**src/rtl/ext_irq_pkg.sv**
```systemverilog
package ext_irq_pkg;
  localparam int unsigned DATA_W = 32;
  localparam int unsigned ADDR_W = 8;

  localparam logic [ADDR_W-1:0] OFS_SET_EN    = 8'h00;
  localparam logic [ADDR_W-1:0] OFS_CLR_EN    = 8'h04;
  localparam logic [ADDR_W-1:0] OFS_MASK      = 8'h08;
  localparam logic [ADDR_W-1:0] OFS_STAT      = 8'h0C;
  localparam logic [ADDR_W-1:0] OFS_ACK       = 8'h10;
  localparam logic [ADDR_W-1:0] OFS_SENSE     = 8'h14;
  localparam logic [ADDR_W-1:0] OFS_EDGE_POL  = 8'h18;
  localparam logic [ADDR_W-1:0] OFS_LEVEL_POL = 8'h1C;
  localparam logic [ADDR_W-1:0] OFS_NMI_CTL   = 8'h24;
endpackage

```
**src/rtl/ext_irq_sync.sv**
```systemverilog
module ext_irq_sync #(
  parameter int unsigned WIDTH  = 8,
  parameter int unsigned STAGES = 2
) (
  input  logic             clk_i,
  input  logic             rst_ni,
  input  logic [WIDTH-1:0] d_i,
  output logic [WIDTH-1:0] q_o
);
  logic [WIDTH-1:0] stage_q [STAGES];

  always_ff @(posedge clk_i or negedge rst_ni) begin
    if (!rst_ni) stage_q[0] <= '0;
    else         stage_q[0] <= d_i;
  end

  for (genvar s = 1; s < STAGES; s++) begin : g_stage
    always_ff @(posedge clk_i or negedge rst_ni) begin
      if (!rst_ni) stage_q[s] <= '0;
      else         stage_q[s] <= stage_q[s-1];
    end
  end

  assign q_o = stage_q[STAGES-1];
endmodule

```
**src/rtl/ext_irq_line.sv**
```systemverilog
module ext_irq_line (
  input  logic clk_i,
  input  logic rst_ni,
  input  logic sync_i,
  input  logic sense_we_i,
  input  logic edge_we_i,
  input  logic level_we_i,
  input  logic mask_set_i,
  input  logic mask_clr_i,
  input  logic ack_i,
  input  logic wbit_i,
  output logic sense_o,
  output logic edge_o,
  output logic level_o,
  output logic mask_o,
  output logic status_o
);
  logic sense_q, edge_q, level_q, mask_q, status_q, prev_q;
  logic hit;

  // sense 1 = level, 0 = edge
  always_comb begin
    if (sense_q) hit = level_q ? sync_i : ~sync_i;
    else         hit = edge_q ? (sync_i & ~prev_q) : (~sync_i & prev_q);
  end

  always_ff @(posedge clk_i or negedge rst_ni) begin
    if (!rst_ni) begin
      sense_q  <= 1'b0;
      edge_q   <= 1'b0;
      level_q  <= 1'b0;
      mask_q   <= 1'b0;
      status_q <= 1'b0;
      prev_q   <= 1'b0;
    end else begin
      prev_q <= sync_i;
      if (sense_we_i) sense_q <= wbit_i;
      if (edge_we_i)  edge_q  <= wbit_i;
      if (level_we_i) level_q <= wbit_i;
      if (mask_set_i && wbit_i)      mask_q <= 1'b1;
      else if (mask_clr_i && wbit_i) mask_q <= 1'b0;
      // level tracks input; edge holds until ack, new event wins
      if (sense_q) status_q <= hit;
      else         status_q <= hit | (status_q & ~(ack_i & wbit_i));
    end
  end

  assign sense_o  = sense_q;
  assign edge_o   = edge_q;
  assign level_o  = level_q;
  assign mask_o   = mask_q;
  assign status_o = status_q;
endmodule

```
**src/rtl/ext_irq_ctrl.sv**
```systemverilog
module ext_irq_ctrl
  import ext_irq_pkg::*;
#(
  parameter int unsigned NUM_LINES = 8
) (
  input  logic                 clk_i,
  input  logic                 rst_ni,
  input  logic                 sel_i,
  input  logic                 we_i,
  input  logic [ADDR_W-1:0]    addr_i,
  input  logic [DATA_W-1:0]    wdata_i,
  output logic [DATA_W-1:0]    rdata_o,
  input  logic [NUM_LINES-1:0] lines_i,
  output logic                 irq_o,
  output logic                 nmi_o
);
  logic [NUM_LINES-1:0] sync_s;
  logic [NUM_LINES-1:0] sense_q, edge_q, level_q, mask_q, status_q;
  logic                 nmi_en_q;
  logic                 wr;
  logic                 we_set, we_clr, we_ack, we_sense, we_edge, we_level, we_nmi;
  logic [DATA_W-1:0]    rd;
  logic                 unused_wdata;

  assign unused_wdata = ^wdata_i;

  ext_irq_sync #(.WIDTH(NUM_LINES), .STAGES(2)) i_sync (
    .clk_i (clk_i),
    .rst_ni(rst_ni),
    .d_i   (lines_i),
    .q_o   (sync_s)
  );

  assign wr       = sel_i & we_i;
  assign we_set   = wr && (addr_i == OFS_SET_EN);
  assign we_clr   = wr && (addr_i == OFS_CLR_EN);
  assign we_ack   = wr && (addr_i == OFS_ACK);
  assign we_sense = wr && (addr_i == OFS_SENSE);
  assign we_edge  = wr && (addr_i == OFS_EDGE_POL);
  assign we_level = wr && (addr_i == OFS_LEVEL_POL);
  assign we_nmi   = wr && (addr_i == OFS_NMI_CTL);

  for (genvar i = 0; i < NUM_LINES; i++) begin : g_line
    ext_irq_line i_line (
      .clk_i     (clk_i),
      .rst_ni    (rst_ni),
      .sync_i    (sync_s[i]),
      .sense_we_i(we_sense),
      .edge_we_i (we_edge),
      .level_we_i(we_level),
      .mask_set_i(we_set),
      .mask_clr_i(we_clr),
      .ack_i     (we_ack),
      .wbit_i    (wdata_i[i]),
      .sense_o   (sense_q[i]),
      .edge_o    (edge_q[i]),
      .level_o   (level_q[i]),
      .mask_o    (mask_q[i]),
      .status_o  (status_q[i])
    );
  end

  always_ff @(posedge clk_i or negedge rst_ni) begin
    if (!rst_ni)     nmi_en_q <= 1'b0;
    else if (we_nmi) nmi_en_q <= wdata_i[0];
  end

  always_comb begin
    unique case (addr_i)
      OFS_MASK:      rd = DATA_W'(mask_q);
      OFS_STAT:      rd = DATA_W'(status_q);
      OFS_SENSE:     rd = DATA_W'(sense_q);
      OFS_EDGE_POL:  rd = DATA_W'(edge_q);
      OFS_LEVEL_POL: rd = DATA_W'(level_q);
      OFS_NMI_CTL:   rd = DATA_W'(nmi_en_q);
      default:       rd = '0;
    endcase
  end

  assign rdata_o = (sel_i && !we_i) ? rd : '0;
  assign irq_o   = |(status_q & mask_q);
  assign nmi_o   = status_q[0] & nmi_en_q;
endmodule

```
**config.mk**
```make
export PLATFORM = sky130hd
export DESIGN_NAME = ext_irq_ctrl
export DESIGN_NICKNAME = d
export VERILOG_FILES = /design/src/rtl/ext_irq_pkg.sv /design/src/rtl/ext_irq_sync.sv /design/src/rtl/ext_irq_line.sv /design/src/rtl/ext_irq_ctrl.sv
export SDC_FILE = /design/constraint.sdc
export NUM_CORES = 1
export LEC_CHECK = 0
export ABC_AREA = 1
export CAP_MARGIN = 20
export CORE_MARGIN = 2
export CORE_UTILIZATION = 30
export DETAILED_ROUTE_END_ITERATION = 8
export DONT_BUFFER_PORTS = 1
export HOLD_SLACK_MARGIN = 0.08
export PLACE_DENSITY = 0.54
export SYNTH_ARGS = -nofsm -noshare
export SYNTH_HDL_FRONTEND = slang
export SYNTH_SLANG_ARGS = --single-unit
```
**constraint.sdc**
```tcl
create_clock -name clk_i -period 2 [get_ports clk_i]
set_clock_uncertainty 0.15 [all_clocks]
set_input_delay 0.2 -clock clk_i [delete_from_list [all_inputs] [get_ports clk_i]]
set_output_delay 0.2 -clock clk_i [all_outputs]
set_load 0.005 [all_outputs]
```
# ---- After elaboration in Yosys (flattened, before gate mapping)
# Index checks and enable logic that the tools add are counted.
dict set report word_totals {
  register_bits 65
  in_bits 52
  out_inout_bits 34
  elab_cells 211
}
dict set report classes {
  eq_ne 8
  muxes 50
  bitwise_logic 67
  reduce_logical 35
}
# operator n
set ops {}
lappend ops {{$mux 1} 48}
lappend ops {{$pmux 8 s6} 1}
lappend ops {{$and 1x1->1} 34}
lappend ops {{$eq 8x5->1 const B} 4}
lappend ops {{$mux 32} 1}
lappend ops {{$logic_and 1x1->1} 24}
lappend ops {{$not 1->1} 24}
lappend ops {{$eq 8x4->1 const B} 2}
lappend ops {{$reduce_bool 2->1} 8}
lappend ops {{$and 8x8->8} 1}
lappend ops {{$eq 8x3->1 const B} 1}
lappend ops {{$eq 8x6->1 const B} 1}
lappend ops {{$logic_not 8->1} 1}
lappend ops {{$or 1x1->1} 8}
lappend ops {{$reduce_or 8->1} 1}
lappend ops {{$logic_not 1->1} 1}

# ---- Longest topological paths before layout
dict set report logic_depth {
  depth_word 7
  depth_mapped 9
  mapped_depth_nobuf 8
}

# ---- Modules after synthesis
# A second synthesis with hierarchy kept.
dict set report unflattened {
  cells_unflattened 433
  area_unflattened_um2 3395.8
}
# mod instances cells_each area_per_inst_um2 seq_area_each_um2
set by_module_without_submodules {}
lappend by_module_without_submodules {ext_irq_line 8 30 254.0 150.1}
lappend by_module_without_submodules {ext_irq_ctrl 1 169 903.4 25.0}
lappend by_module_without_submodules {ext_irq_sync 1 24 460.4 400.4}

# ---- Worst setup path before layout
# Ideal clock, no wire load.
dict set report synth_path {
  path_kind {input to output}
  startpoint {in addr_i[0]}
  endpoint {out rdata_o[6]}
  t_arrival_ps 987
  t_required_ps 1650
  slack_ps 663
  path_stages 8
  n_path_buf 1
  path_cell_list {inv_2 -> nand2_8 -> nor2_4 -> buf_6 -> nand2_4 -> o21ai_1 -> nor2_1 -> nor2_2}
}
dict set report synth_between {
  elab_chain_len 3
  elab_cells_between_ends 8
  classes_between {eq/ne (6); mux (2)}
}
# element line
set synth_lines {}
lappend synth_lines {{start: declaration} ext_irq_ctrl.sv:10} ;# input logic [ADDR_W-1:0] addr_i,
lappend synth_lines {{$eq 8x6->1 (tied with other cells)} ext_irq_ctrl.sv:69} ;# unique case (addr_i)
lappend synth_lines {{$pmux 8 s6 (*)} ext_irq_ctrl.sv:69}
lappend synth_lines {{$mux 32 (*)} ext_irq_ctrl.sv:80} ;# assign rdata_o = (sel_i && !we_i) ? rd : '0;
lappend synth_lines {{end: declaration} ext_irq_ctrl.sv:12} ;# output logic [DATA_W-1:0] rdata_o,
# Mark *: on every way between the ends. The rest lies on a longest branch, timed or not.

# ---- Worst setup path after layout
dict set report layout_path {
  startpoint {in addr_i[5]}
  endpoint {out rdata_o[2]}
}
# The elaborated chain is that of the path after synthesis.

==> flow_summary.ini <==
[outcome]
outcome = finished clean

[timing]
fin_crit_sh = 0.962
fmax_mhz = 520
rsz0062_at_grt = no
setup_viol = 0
finalSetupTns_ns = 0
slew_viol_final = 0
hold_viol_final = 0
min_period_ns = 1.92

[synthesis]
yosysWarnings = 0
yosys-top-cells-count = nand2_1 (81), dfrtp_1 (65), nand3_1 (49)
ys_async_sr_fraction = 1.00
synthFlopType = dfrtp_1
synth_area_leader_cell = dfrtp_1
synthCells = 398
synth-edff-count = 0
synth_seq_cells = 65
syn-cell-area_um2 = 3490
synth_area_leaders = dfrtp_1 (47%), nand2_1 (8.7%), nand3_1 (7.0%), o21ai_2 (6.0%), buf_4 (5.6%)
yosysSeqAreaShare = 0.466
syn_area_per_cell_um2 = 8.76
yosys.area.top_type_share = 0.466
synth_cell_type_count = 29
synth.most_common_cell = nand2_1

[setup_path]
critPathKind = in2out
path_depth = 7
crit_arrival_ns = 1.57
worstRegToRegCells = 4
path_delay_family = buffers and inverters
path_cells = dlygate4sd3_1, nand2_1, nor2_1, nand2_1, nand3_1, o21ai_4, nor2_2
slowest_stage = dlygate4sd3_1
crit_path_max_fanout = 7
cp-end-kind = output pin
crit_required_ns = 1.65
critPathBufInv = 1
crit_top_cell = nand2_1
crit_path_start_kind = input pin
cpPeakStageDelay_ns = 0.54

[clock_network]
cts.sinks = 65
htree_levels = 3
cts_resized = 0
clkTransAtPathRegs_ns = 0.05
postCtsHoldBufs = 22
cts_tree = done
cts_root_buf = clkbuf_16
post_cts_buffers = 0
cts_buffer_depth = 2
clk_latency_ns = 0.32
cts_made_buffers = 9

[global_route]
grt.total_usage = 0.132
grt_max_degree = 66
grt_pass1_vias = 2532
grt_overflow = 0
grt_pass1_wl_um = 13100
antenna_found_initial = 0

[power]
p_switching_uw = 746
finalPower_uw = 3190
p_leak_uw = 0.00192
power_frac_comb = 0.072
switching_share = 0.234
p_int_uw = 2450
power_frac_clock = 0.486
seqPwrFrac = 0.442
power.density_nw_per_um2 = 788
irDropWorstVdd_mv = 0.422

[flow_run]
cap_violations = 0

[detailed_routing]
vias = 2618
drt-total-wl_um = 7630
vias_per_cell = 4.57
wl_per_cell_um = 13.3
drt_pass1_iterations = 4
drcViolationCount = 0
final_antenna_net_count = 0
drt_iter0_markers = 137

[floorplanning]
die_height_um = 112
num_io_pins = 86
core_um2 = 11400
rows = 39
die_w_um = 112
start_util = 0.307
die_area_um2 = 12500

[worst_hold_path]
worstHoldPathCells = 6
holdCritPathClass = in2reg

[layout]
drive_gt1_frac = 0.186
area_delta_synth_final_pct = 16.1
diodes = 0
num-nets-final = 477

[place]
place_congestion = 0.787
dp_hpwl_um = 5040
portBuffers = 0
-- final timing paths --
kind,slack [ns],startpoint,to
hold / removal,0.15,addr_i[4],nmi_en_q
setup / recovery,0.08,addr_i[5],rdata_o[2]
max in group asynchronous,1.13,rst_ni,g_line[1].i_line.edge_o
hold reg to reg,0.19,i_sync.stage_q[14],i_sync.q_o[6]
setup reg to reg,0.90,i_sync.q_o[7],g_line[7].i_line.status_o
min in group asynchronous,0.24,rst_ni,i_sync.q_o[2]
-- layout make-up --
type / count / area [µm²]
Clock buffer: 11 / 243
Clock inverter: 5 / 55.1
Fill cell: 1164 / 7320
Inverter: 32 / 123
Multi-Input combinational cell: 291 / 1560
Sequential cell: 65 / 1630
Tap cell: 143 / 179
Timing Repair Buffer: 26 / 268
-- kinds of logic after synthesis --
logic type      share of synthesized area
simple gates                        0.285
flops                               0.466
buf+inv                             0.112
compound gates                      0.133
other cells                       0.00108
xor+xnor                          0.00251
-- metal layers --
| metal | global-route usage | vias up | wire [µm] |
|---|---|---|---|
| li1 | - | 1311 | - |
| met1 | 0.180 | 1229 | 3610 |
| met2 | 0.198 | 74 | 3570 |
| met3 | 0.0408 | 4 | 395 |
| met4 | 0.0469 | 0 | 58 |
| met5 | 0 | - | 0 |
-- registers in the layout, indices dropped and copies added (netlist names) --
register and flops:
g_line.i_line.edge_o 8, g_line.i_line.level_o 8, i_sync.q_o 8, i_sync.stage_q 8, g_line.i_line.mask_o 8, g_line.i_line.sense_o 8, g_line.i_line.prev_q 8, nmi_en_q 1
g_line.i_line.status_o 8
-- power groups by stage --
stage	Combinational (µW)	Clock, µW	Sequential, µW
finish	230	1550	1410
global route	263	1660	1420
CTS	234	1600	1410
detailed placement	165	0	1440
global placement	162	0	1430
floorplan	176	0	1420
-- per-stage QoR --
stage | utilization | std cells | hold slack [ns] | cell area, µm² | setup slack (ns)
global route | 0.356 | 573 | 0.179 | 4050 | 0.0268
floorplan | - | 421 | -0.246 | 3570 | 0.663
detailed placement | 0.309 | 535 | -0.244 | 3520 | 0.359
CTS | 0.356 | 573 | 0.113 | 4050 | 0.0909
global placement | 0.309 | 535 | -0.244 | 3520 | 0.369
finish | 0.356 | 573 | 0.151 | 4050 | 0.0769
-- cell usage in the layout (no fill, tap or decap), drive strengths merged, types with 10 or more instances in the layout --
| cell | Yosys | routed |
|---|---|---|
| conb | 1 | 24 |
| clkbuf | 0 | 11 |
| nand3 | 49 | 49 |
| dfrtp | 65 | 65 |
| nand2 | 94 | 94 |
| inv | 32 | 32 |
| o21ai | 43 | 43 |
| nor2 | 56 | 56 |
| a21oi | 10 | 10 |
| dlygate4sd3 | 0 | 21 |
-- worst register-to-register path, cell delays in order, from the launching register on --
cell      delay [ns]
dfrtp_1         0.40
inv_1           0.08
nor2_1          0.04
a211oi_1        0.22
a21oi_1         0.10
Power figures use the tool's default switching activity.
